## config.mk

```make
export PLATFORM = sky130hd
export DESIGN_NAME = coinc_qualifier
export DESIGN_NICKNAME = d
export VERILOG_FILES = /design/src/rtl/cq_pkg.sv /design/src/rtl/cq_cfg_chain.sv /design/src/rtl/cq_window.sv /design/src/rtl/cq_bus.sv /design/src/rtl/coinc_qualifier.sv
export SDC_FILE = /design/constraint.sdc
export NUM_CORES = 1
export LEC_CHECK = 0
export BUFFER_PORTS_ARGS = -buffer_cell sky130_fd_sc_hd__buf_4
export CORE_ASPECT_RATIO = 1.2
export CORE_MARGIN = 2
export CORE_UTILIZATION = 41
export DETAILED_ROUTE_END_ITERATION = 10
export SLEW_MARGIN = 20
export SYNTH_ARGS = -nofsm -noshare
export SYNTH_HDL_FRONTEND = slang
export SYNTH_HIERARCHICAL = 1
export SYNTH_SLANG_ARGS = --single-unit
```

## constraint.sdc

```tcl
create_clock -name clk -period 2.67 [get_ports clk]
set_input_delay 0.4005 -clock clk [delete_from_list [all_inputs] [get_ports clk]]
set_output_delay 0.4005 -clock clk [all_outputs]
set_load 0.1 [all_outputs]
```

## src/rtl/cq_pkg.sv

```systemverilog
package cq_pkg;
    localparam int unsigned NPIX_DEF  = 16;
    localparam int unsigned NVETO_DEF = 4;
    localparam int unsigned WBITS_DEF = 4;

    typedef enum logic [1:0] {
        ST_IDLE = 2'd0,
        ST_OPEN = 2'd1,
        ST_HOLD = 2'd2
    } qual_state_e;

    // pixel enables, energy enable, veto enables, window field, pile-up enable
    function automatic int unsigned cfg_width(input int unsigned np,
                                              input int unsigned nv,
                                              input int unsigned wb);
        return np + 1 + nv + wb + 1;
    endfunction
endpackage

```

## src/rtl/cq_cfg_chain.sv

```systemverilog
module cq_cfg_chain #(
    parameter int unsigned W = 26
) (
    input  logic         clk,
    input  logic         rst_n,
    input  logic         shift_en,
    input  logic         sdi,
    input  logic         load,
    output logic [W-1:0] cfg
);
    typedef struct packed {
        logic [W-1:0] sreg;
        logic [W-1:0] act;
    } chain_t;

    chain_t r_q, r_d;

    always_comb begin
        r_d = r_q;
        if (shift_en) r_d.sreg = {sdi, r_q.sreg[W-1:1]};
        if (load)     r_d.act  = r_q.sreg;
    end

    always_ff @(posedge clk or negedge rst_n) begin
        if (!rst_n) r_q <= '0;
        else        r_q <= r_d;
    end

    assign cfg = r_q.act;
endmodule

```

## src/rtl/cq_window.sv

```systemverilog
module cq_window
    import cq_pkg::*;
#(
    parameter int unsigned NPIX  = NPIX_DEF,
    parameter int unsigned NVETO = NVETO_DEF,
    parameter int unsigned WBITS = WBITS_DEF
) (
    input  logic             clk,
    input  logic             rst_n,
    input  logic [NPIX-1:0]  pix_hit,
    input  logic             nrg_hit,
    input  logic [NVETO-1:0] veto_in,
    input  logic [NPIX-1:0]  pix_en,
    input  logic             nrg_en,
    input  logic [NVETO-1:0] veto_en,
    input  logic [WBITS-1:0] win_len,
    input  logic             pileup_en,
    input  logic             poll,
    output logic             evt,
    output logic [NPIX:0]    pat
);
    typedef struct packed {
        qual_state_e      st;
        logic [WBITS-1:0] cnt;
        logic [NPIX:0]    acc;
        logic             vetoed;
        logic             polled;
        logic             evt;
        logic [NPIX:0]    pat;
    } win_state_t;

    localparam win_state_t IDLE_ST = '{st: ST_IDLE, cnt: '0, acc: '0,
                                       vetoed: 1'b0, polled: 1'b0,
                                       evt: 1'b0, pat: '0};

    win_state_t    r_q, r_d;
    logic [NPIX:0] hits_m;
    logic [NPIX:0] acc_c;
    logic          veto_m;
    logic          vet_c;
    logic          in_open;
    logic          pass;
    logic          close_now;

    always_comb begin
        hits_m    = {nrg_hit & nrg_en, pix_hit & pix_en};
        veto_m    = |(veto_in & veto_en);
        in_open   = (r_q.st == ST_OPEN);
        acc_c     = (in_open ? r_q.acc : '0) | hits_m;
        vet_c     = (in_open & r_q.vetoed) | veto_m;
        pass      = acc_c[NPIX] & (|acc_c[NPIX-1:0]) & ~vet_c;
        close_now = 1'b0;
        r_d       = r_q;

        unique case (r_q.st)
            ST_IDLE: begin
                if (|hits_m) begin
                    r_d.acc    = acc_c;
                    r_d.vetoed = vet_c;
                    if (win_len == '0) begin
                        close_now = 1'b1;
                    end else begin
                        r_d.st  = ST_OPEN;
                        r_d.cnt = win_len;
                    end
                end
            end
            ST_OPEN: begin
                r_d.acc    = acc_c;
                r_d.vetoed = vet_c;
                r_d.cnt    = r_q.cnt - 1'b1;
                if (r_q.cnt == WBITS'(1)) close_now = 1'b1;
            end
            ST_HOLD: begin
                if (poll) begin
                    r_d.polled = 1'b1;
                end else if (r_q.polled ||
                             (pileup_en && (|hits_m[NPIX-1:0]))) begin
                    r_d = IDLE_ST;
                end
            end
            default: r_d = IDLE_ST;
        endcase

        if (close_now) begin
            if (pass) begin
                r_d.st     = ST_HOLD;
                r_d.evt    = 1'b1;
                r_d.pat    = acc_c;
                r_d.polled = 1'b0;
                r_d.cnt    = '0;
            end else begin
                r_d = IDLE_ST;
            end
        end
    end

    always_ff @(posedge clk or negedge rst_n) begin
        if (!rst_n) r_q <= IDLE_ST;
        else        r_q <= r_d;
    end

    assign evt = r_q.evt;
    assign pat = r_q.pat;
endmodule

```

## src/rtl/cq_bus.sv

```systemverilog
module cq_bus #(
    parameter int unsigned PATW = 17
) (
    input  logic            poll,
    input  logic            evt,
    input  logic [PATW-1:0] pat,
    output logic            oe,
    output logic [PATW:0]   data
);
    always_comb begin
        oe   = poll;
        data = poll ? {evt, pat} : '0;
    end
endmodule

```

## src/rtl/coinc_qualifier.sv

```systemverilog
module coinc_qualifier
    import cq_pkg::*;
#(
    parameter int unsigned NPIX  = NPIX_DEF,
    parameter int unsigned NVETO = NVETO_DEF,
    parameter int unsigned WBITS = WBITS_DEF
) (
    input  logic             clk,
    input  logic             rst_n,
    input  logic [NPIX-1:0]  pix_hit,
    input  logic             nrg_hit,
    input  logic [NVETO-1:0] veto_in,
    input  logic             cfg_shift,
    input  logic             cfg_sdi,
    input  logic             cfg_load,
    input  logic             poll,
    output logic             evt_flag,
    output logic             bus_oe,
    output logic [NPIX+1:0]  bus_data
);
    localparam int unsigned PATW     = NPIX + 1;
    localparam int unsigned CFGW     = cfg_width(NPIX, NVETO, WBITS);
    localparam int unsigned OFS_NRG  = NPIX;
    localparam int unsigned OFS_VETO = NPIX + 1;
    localparam int unsigned OFS_WIN  = OFS_VETO + NVETO;
    localparam int unsigned OFS_PU   = OFS_WIN + WBITS;

    logic [CFGW-1:0] cfg_q;
    logic [PATW-1:0] pat_q;
    logic            evt_q;

    cq_cfg_chain #(.W(CFGW)) u_cfg (
        .clk      (clk),
        .rst_n    (rst_n),
        .shift_en (cfg_shift),
        .sdi      (cfg_sdi),
        .load     (cfg_load),
        .cfg      (cfg_q)
    );

    cq_window #(.NPIX(NPIX), .NVETO(NVETO), .WBITS(WBITS)) u_win (
        .clk       (clk),
        .rst_n     (rst_n),
        .pix_hit   (pix_hit),
        .nrg_hit   (nrg_hit),
        .veto_in   (veto_in),
        .pix_en    (cfg_q[NPIX-1:0]),
        .nrg_en    (cfg_q[OFS_NRG]),
        .veto_en   (cfg_q[OFS_VETO +: NVETO]),
        .win_len   (cfg_q[OFS_WIN +: WBITS]),
        .pileup_en (cfg_q[OFS_PU]),
        .poll      (poll),
        .evt       (evt_q),
        .pat       (pat_q)
    );

    cq_bus #(.PATW(PATW)) u_bus (
        .poll (poll),
        .evt  (evt_q),
        .pat  (pat_q),
        .oe   (bus_oe),
        .data (bus_data)
    );

    assign evt_flag = evt_q;
endmodule

```

==> run metrics, run 1 <==
met2 usage approximately a quarter; setup TNS 0 ns; Synthesis Warnings 6; CTS Hold Bufs 0; Worst path slowest cell nor4b_1; nets roughly 430; port buffer count 46; post_cts resized 0; Starting Density between 40% and 50%; cts bufs inserted 9; GR Util met3 2.983%; Setup CP Type reg2reg; share of layout cells above drive strength 1 35.29%; syn_area_per_cell approximately 12 µm²; synth cell count leaders dfrtp_1, buf_4, mux2_4; fin util roughly 45%; ys async rst share 100.0%; worst vdd ir between 0.3 and 0.4 mV; filler cell count 1,133; H-tree Lvls 3; CTS tree built; cell taking the most area after synthesis dfrtp_1; Synth area leaders dfrtp_1, mux2_4, buf_4, a22o_1, mux2_2; CTS Sinks 95; hold crit path type in2async; Cell Area, Synth 4977 µm²; most common cell in the netlist dfrtp_1; pin count of the biggest net entering global routing 50; Most Crowded Layer GR met2; latest clock arrival within the worst-skew pair 0.35 ns; period utilization between 90% and 100%; Leak Pwr roughly 2.5 nW; Seq/Total Area, Yosys 47.76%; DP HPWL 7.296 mm; # IOs 47; CP Max Fanout 18; PD cells 1119 nW/µm²; placed cells ~550; DRC 0; setup violators final 0; clock transition at the registers of the reported paths 0.07 ns; Synth-to-Final Area Change 8.170%; Non-Filler Instances 569; die footprint around 13,000 µm²; Initial DRC Count 131; die span in y around 120 µm; Max transition margin approximately half; Clock Skews 0.009318 ns; TritonRoute pass-1 iters 4; post-synthesis cell count about 400; post-DR vias/cell between 5 and 6; Critical Path RT approximately 2.9 ns; Post-synth EDFFs 0; clk buf depth 2; Placer Congestion 0.8671; Fin. Hold Viols 0; ant diodes 0; DRT antenna net count 0; Worst Path Arrival between 2 and 3 ns; Die W about 100 µm; Via Count just over 3,000; M1 GR Usage about a fifth; initial antenna violation count 0; first-pass GRT wire length approximately 17 mm; Max Fclk about 400 MHz; Min Clock Period, post-route between 2 and 2.5 ns; Overflow after GRT 0; num rows 44; status complete, no violations; Slew Limit Fails 0; cell chain of the critical path nor4_1 -> a311oi_1 -> nor4b_1 -> a31oi_2 -> a21boi_4 -> nor3_1; Place WS 0.1304 ns; #FFs+latches synth between 90 and 100; setup bufs post-CTS 0; share of the synthesized area in the top cell type roughly 48%; CP peak stage delay roughly 0.54 ns; post-synthesis net count roughly 430; crit path launch type flop; max_cap viols 0; global-route usage over all layers between 10% and 20%; vias in the first global route approximately 3,200; unrepaired setup endpoints after global routing no; setup ws final ~0.18 ns; root buffer cell clkbuf_16; Critical Path Sink Type flop; DRT Wirelength 10.05 mm; Core ar. around 12,000 µm²; ys flop type dfrtp_1; WL/cell approximately 18 µm; post-synth cell types between 50 and 60; Worst-Margin Slew 0.7393 ns
flip-flops by register name (all words and copies together), names as in the netlist:
name	flops
u_cfg/r_q	26
u_win/evt	1
u_cfg/cfg	26
u_win/r_q	25
u_win/pat	17
through the flow:
stage | instance area [µm²] | total power, W | hold slack (ns)
3_5_place_dp | 5064 | 0.004662 | 0.4625
5_1_grt | 5384 | 0.006374 | 0.1300
4_1_cts | 5384 | 0.006060 | 0.1120
2_1_floorplan | 4977 | 0.004447 | 0.1049
6_report | 5384 | 0.006022 | 0.07028
3_3_place_gp | 5064 | 0.004608 | 0.4593
critical path, delay by kind of cell, from the launching register on:
| kind | cells | cell delay [ns] |
|---|---|---|
| flops | 1 | 0.40 |
| simple gates | 3 | 1.02 |
| compound gates | 3 | 0.90 |
power by group:
group | internal, W | leakage [nW] | switching [W]
logic | 0.00102 | 1.17 | 0.00113
clock network | 0.000842 | 0.155 | 0.000538
registers | 0.00203 | 1.18 | 0.000476
total | 0.00388 | 2.51 | 0.00214
metal layers:
layer	wire length, µm	up-vias
met5	0	-
met4	365	0
met3	306	25
met2	4955	68
met1	4423	1535
li1	-	1424
final timing paths:
check | start | slack [ns] | endpoint | cells after the start
max | u_win/r_q[20] | 0.18 | u_win/r_q[26] | 6
min | rst_n | 0.07 | u_cfg/cfg[18] | 1
max reg2reg | u_win/r_q[20] | 0.18 | u_win/r_q[26] | 6
min reg2reg | u_win/pat[16] | 0.47 | u_win/pat[16] | 1
max in group asynchronous | rst_n | 1.90 | u_win/r_q[29] | 2
min in group clk | cfg_sdi | 0.28 | u_cfg/r_q[51] | 2
cells in the final DEF, fill, tap and decap left out, types with 2 or more instances in the layout:
cell type / Yosys / final
buf_4: 45 / 51
nor2b_1: 9 / 9
o21ai_0: 6 / 6
nand2_1: 16 / 16
nor4_2: 2 / 2
nor3_1: 5 / 5
o211ai_1: 2 / 2
and3_1: 2 / 2
nand4_1: 2 / 2
a31oi_1: 2 / 2
a22oi_1: 11 / 11
a32oi_1: 7 / 7
a32o_1: 4 / 4
o2bb2ai_1: 14 / 14
dfrtp_1: 95 / 95
inv_1: 10 / 10
xor2_1: 2 / 2
and2_1: 5 / 5
nor4_1: 3 / 3
and4_1: 2 / 2
ha_1: 2 / 2
nor2_1: 18 / 18
bufinv_16: 0 / 2
mux2_2: 12 / 12
clkbuf_16: 0 / 9
a22o_1: 17 / 17
and2_2: 15 / 15
a21oi_1: 15 / 15
a21o_1: 2 / 2
mux2_4: 40 / 40
logic make-up after synthesis:
logic type                 share of synthesized area, %
AOI/OAI and AO/OA                                 15.64
xor gates and xnor gates                         0.3520
adders and majority gates                        0.5027
buffers and inverters                             11.16
DFF                                               47.76
muxes                                             14.78
and+or+nand+nor                                   9.804
cell type report:
type / instances / area (µm²) / share of cell area, %
sequential: 95 / 2377 / 44.16
tap: 161 / 201.4 / 3.742
inverter: 10 / 37.54 / 0.6972
clock buffer: 10 / 239.0 / 4.439
timing repair buffer: 52 / 402.9 / 7.483
clock inverter: 5 / 81.33 / 1.511
multi-input combinational: 236 / 2044 / 37.97
No activity file was read; power rests on OpenSTA's default activity.
==> inputs of run 2 (changes only) <==
- ABC_AREA: not set -> 1
==> run 2 against run 1 <==
Effect of this change: die area decreased by 3.9%; utilization decreased by 0.24 points; flip-flop and latch count unchanged; critical path depth increased by 4; combinational power decreased by 37%; worst setup slack improved by 0.37 ns; sequential power decreased by 23%; non-clock buffer count decreased by 4; critical endpoint is now u_win/evt.
==> run metrics, run 2 <==
max_cap viols 0 (unchanged); DP HPWL 6.312 mm (-13%); Via Count 3,525 (+15%); Flop pwr share 42.1% (+0.6 points); Seq/Total Area, Yosys 49.76% (+2.0 points); ys async rst share 100.0% (unchanged); clock transition at the registers of the reported paths 0.06 ns (about the same); die span in y 122.2 µm (-2.0%); area taken by multi-input logic gates 1727 µm² (-16%); first-pass GRT wire length 15.55 mm (-6.3%); Max Fclk 473.2 MHz (+18%); period utilization 79.15% (-14 points); hold crit path type in2async; Net Switching 0.001684 W (-21%); Int Power 0.002893 W (-25%); DRT antenna net count 0 (unchanged); global-route usage over all layers 15.83% (-0.35 points); setup ws final 0.5568 ns (+0.3721 ns); WL/cell 11.71 µm (-34%); Synth-to-Final Area Change 7.045%; crit path launch u_win/r_q[41]; Worst-Margin Slew 0.5738 ns (-0.1655 ns); Synth area leaders dfrtp_1, nand2_1, buf_4, nand3_1, buf_6; crit path to u_win/evt; DRT Wirelength 9.007 mm (-10%); combinational share of power 29.5% (-6.1 points); share of layout cells above drive strength 1 13.24% (-22 points); worst vdd ir 0.4380 mV (+12%); DRC 0 (unchanged); filler cell count 1,192 (+5.2%); Clock Skews 0.009110 ns (-0.0002086 ns); root buffer cell clkbuf_16; Setup CP Type reg2reg; Leak Pwr 2.957 nW (+18%); Clk pwr share 28.5% (+5.6 points); synth cell count leaders nand2_1, dfrtp_1, buf_4; Critical Path Sink Type flop; # IOs 47 (unchanged); vias in the first global route 3,210 (+1.0%); initial antenna violation count 0 (unchanged); Total Power 0.004577 W (-24%); commonest non-fill, non-tap cell in the layout nand2_1; Place WS 0.5826 ns (+0.4521 ns); net switching fraction of the power 36.79% (+1.3 points); unrepaired setup endpoints after global routing no; post-synthesis cell count 613 (+52%); ant diodes 0 (unchanged); Die W 102.5 µm (-2.0%); cell taking the most area after synthesis dfrtp_1; Core ar. 11,460 µm² (-4.5%); latest clock arrival within the worst-skew pair 0.35 ns (about the same); setup bufs post-CTS 0 (unchanged); Reg2Reg Depth 10 (+4); PD cells 895.1 nW/µm² (-20%); cts bufs inserted 9 (unchanged); #FFs+latches synth 95 (unchanged); H-tree Lvls 3 (unchanged); R2R setup slack 0.56 ns (+0.37 ns); ys flop type dfrtp_1; Post-synth EDFFs 0 (unchanged); status complete, no violations; nets 636 (+47%); Worst Path Arrival 2.39 ns (-0.30 ns); most common cell in the netlist nand2_1; Critical Path RT 2.95 ns (+0.08 ns); setup violators final 0 (unchanged); FF/Latch Area 2377 µm² (unchanged); most frequent cells in the layout nand2_1, dfrtp_1, buf_4, inv_1, nand3_1; CTS Sinks 95 (unchanged); Max transition margin 61.66% (+11 points); CTS tree built; port buffer count 46 (unchanged); syn_area_per_cell 7.793 µm² (-37%); Initial DRC Count 159 (+21%); share of the synthesized area in the top cell type 49.76% (+2.0 points); launching point of the worst reg2reg path u_win/r_q[41]; pin count of the biggest net entering global routing 96 (+92%); Min Clock Period, post-route 2.113 ns (-0.3721 ns); Slew Limit Fails 0 (unchanged); Placer Congestion 0.8699 (+0.32%); die footprint 12,530 µm² (-3.9%); post-DR vias/cell 4.584 (-15%); Starting Density 41.69% (+0.21 points); num rows 43 (-2.3%); FF-to-FF End u_win/evt; clk buf depth 2 (unchanged); crit path launch type flop; TritonRoute pass-1 iters 4 (unchanged); post-synthesis net count 642 (+49%); post_cts resized 0 (unchanged); Cell Area, Synth 4777 µm² (-4.0%); Synthesis Warnings 6 (unchanged); Overflow after GRT 0 (unchanged); CTS Hold Bufs 0 (unchanged); post-synth cell types 29 (-45%); CP Max Fanout 17 (-1); setup TNS 0 ns (unchanged); Fin. Hold Viols 0 (unchanged)
run 2: cell count changes after synthesis, sizes merged, moves of 5 or more:
| cell | change |
|---|---|
| nand3 | +23 |
| nor2b | -10 |
| and2 | -20 |
| a22oi | -11 |
| nor4 | -5 |
| o2bb2ai | -14 |
| a32oi | -7 |
| nand2 | +327 |
| a22o | -17 |
| inv | +22 |
| a21oi | +5 |
| mux2 | -52 |
run 2: through the flow:
step / std cells / util (%) / hold WS [ns] / area [µm²]
floorplan: 613 / - / 0.1049 / 4777
global placement: 753 / 41.94 / 0.4537 / 4806
detailed placement: 753 / 41.94 / 0.4579 / 4806
CTS: 769 / 44.62 / 0.1244 / 5114
global route: 769 / 44.62 / 0.1362 / 5114
finish: 769 / 44.62 / 0.07934 / 5114
run 2: layer usage:
layer / share of wire, % / global-route usage [%] / up-vias
met5: 0 / 0 / -
met2: 46 / 22.83 / 69
met1: 48 / 23.13 / 1626
met3: 3.5 / 2.847 / 11
met4: 1.8 / 7.250 / 0
li1: - / - / 1819
run 2: worst min-delay path by stage:
stage                             from       endpoint  slack, ns  depth (start not counted)
final                            rst_n  u_cfg/r_q[45]       0.08                          2
after global routing             rst_n  u_cfg/r_q[45]       0.14                          2
after CTS                        rst_n  u_cfg/r_q[45]       0.12                          2
after detailed placement  u_cfg/cfg[1]   u_cfg/cfg[1]       0.46                          2
after global placement    u_cfg/cfg[0]   u_cfg/cfg[0]       0.45                          2
after floorplan                  rst_n   u_cfg/cfg[0]       0.10                          0
run 2: area by class of cell:
| class | count | area share [%] |
|---|---|---|
| Sequential cell | 95 | 46.49 |
| Multi-Input combinational cell | 421 | 33.77 |
| Timing Repair Buffer | 48 | 7.291 |
| Clock buffer | 12 | 5.016 |
| Tap cell | 157 | 3.841 |
| Inverter | 32 | 2.594 |
| Clock inverter | 4 | 1.003 |
run 2: logic make-up after synthesis:
family                   after synthesis  synth area share, %
AND/OR/NAND/NOR                      390                32.43
flip-flops                            95                49.76
adder cells (fa/ha/maj)                2               0.5238
XOR/XNOR                               1               0.1834
AO/OA/AOI/OAI                         28                3.012
buffers and inverters                 97                14.09
run 2: power by group through the flow:
stage / logic [W] / clock network (W) / registers [W]
global placement: 0.00135 / 0 / 0.00194
detailed placement: 0.00136 / 0 / 0.00195
global route: 0.00154 / 0.00140 / 0.00196
CTS: 0.00136 / 0.00135 / 0.00192
floorplan: 0.00118 / 0 / 0.00191
finish: 0.00135 / 0.00130 / 0.00192
run 2: worst max-delay path, cell delays in order, from the launching register on:
cell	delay [ns]
dfrtp_1	0.70
inv_2	0.12
nor2_4	0.19
inv_2	0.09
o21ai_1	0.16
inv_1	0.06
nor2_1	0.13
nand2_2	0.09
nor2_4	0.30
inv_1	0.12
nand2_1	0.09
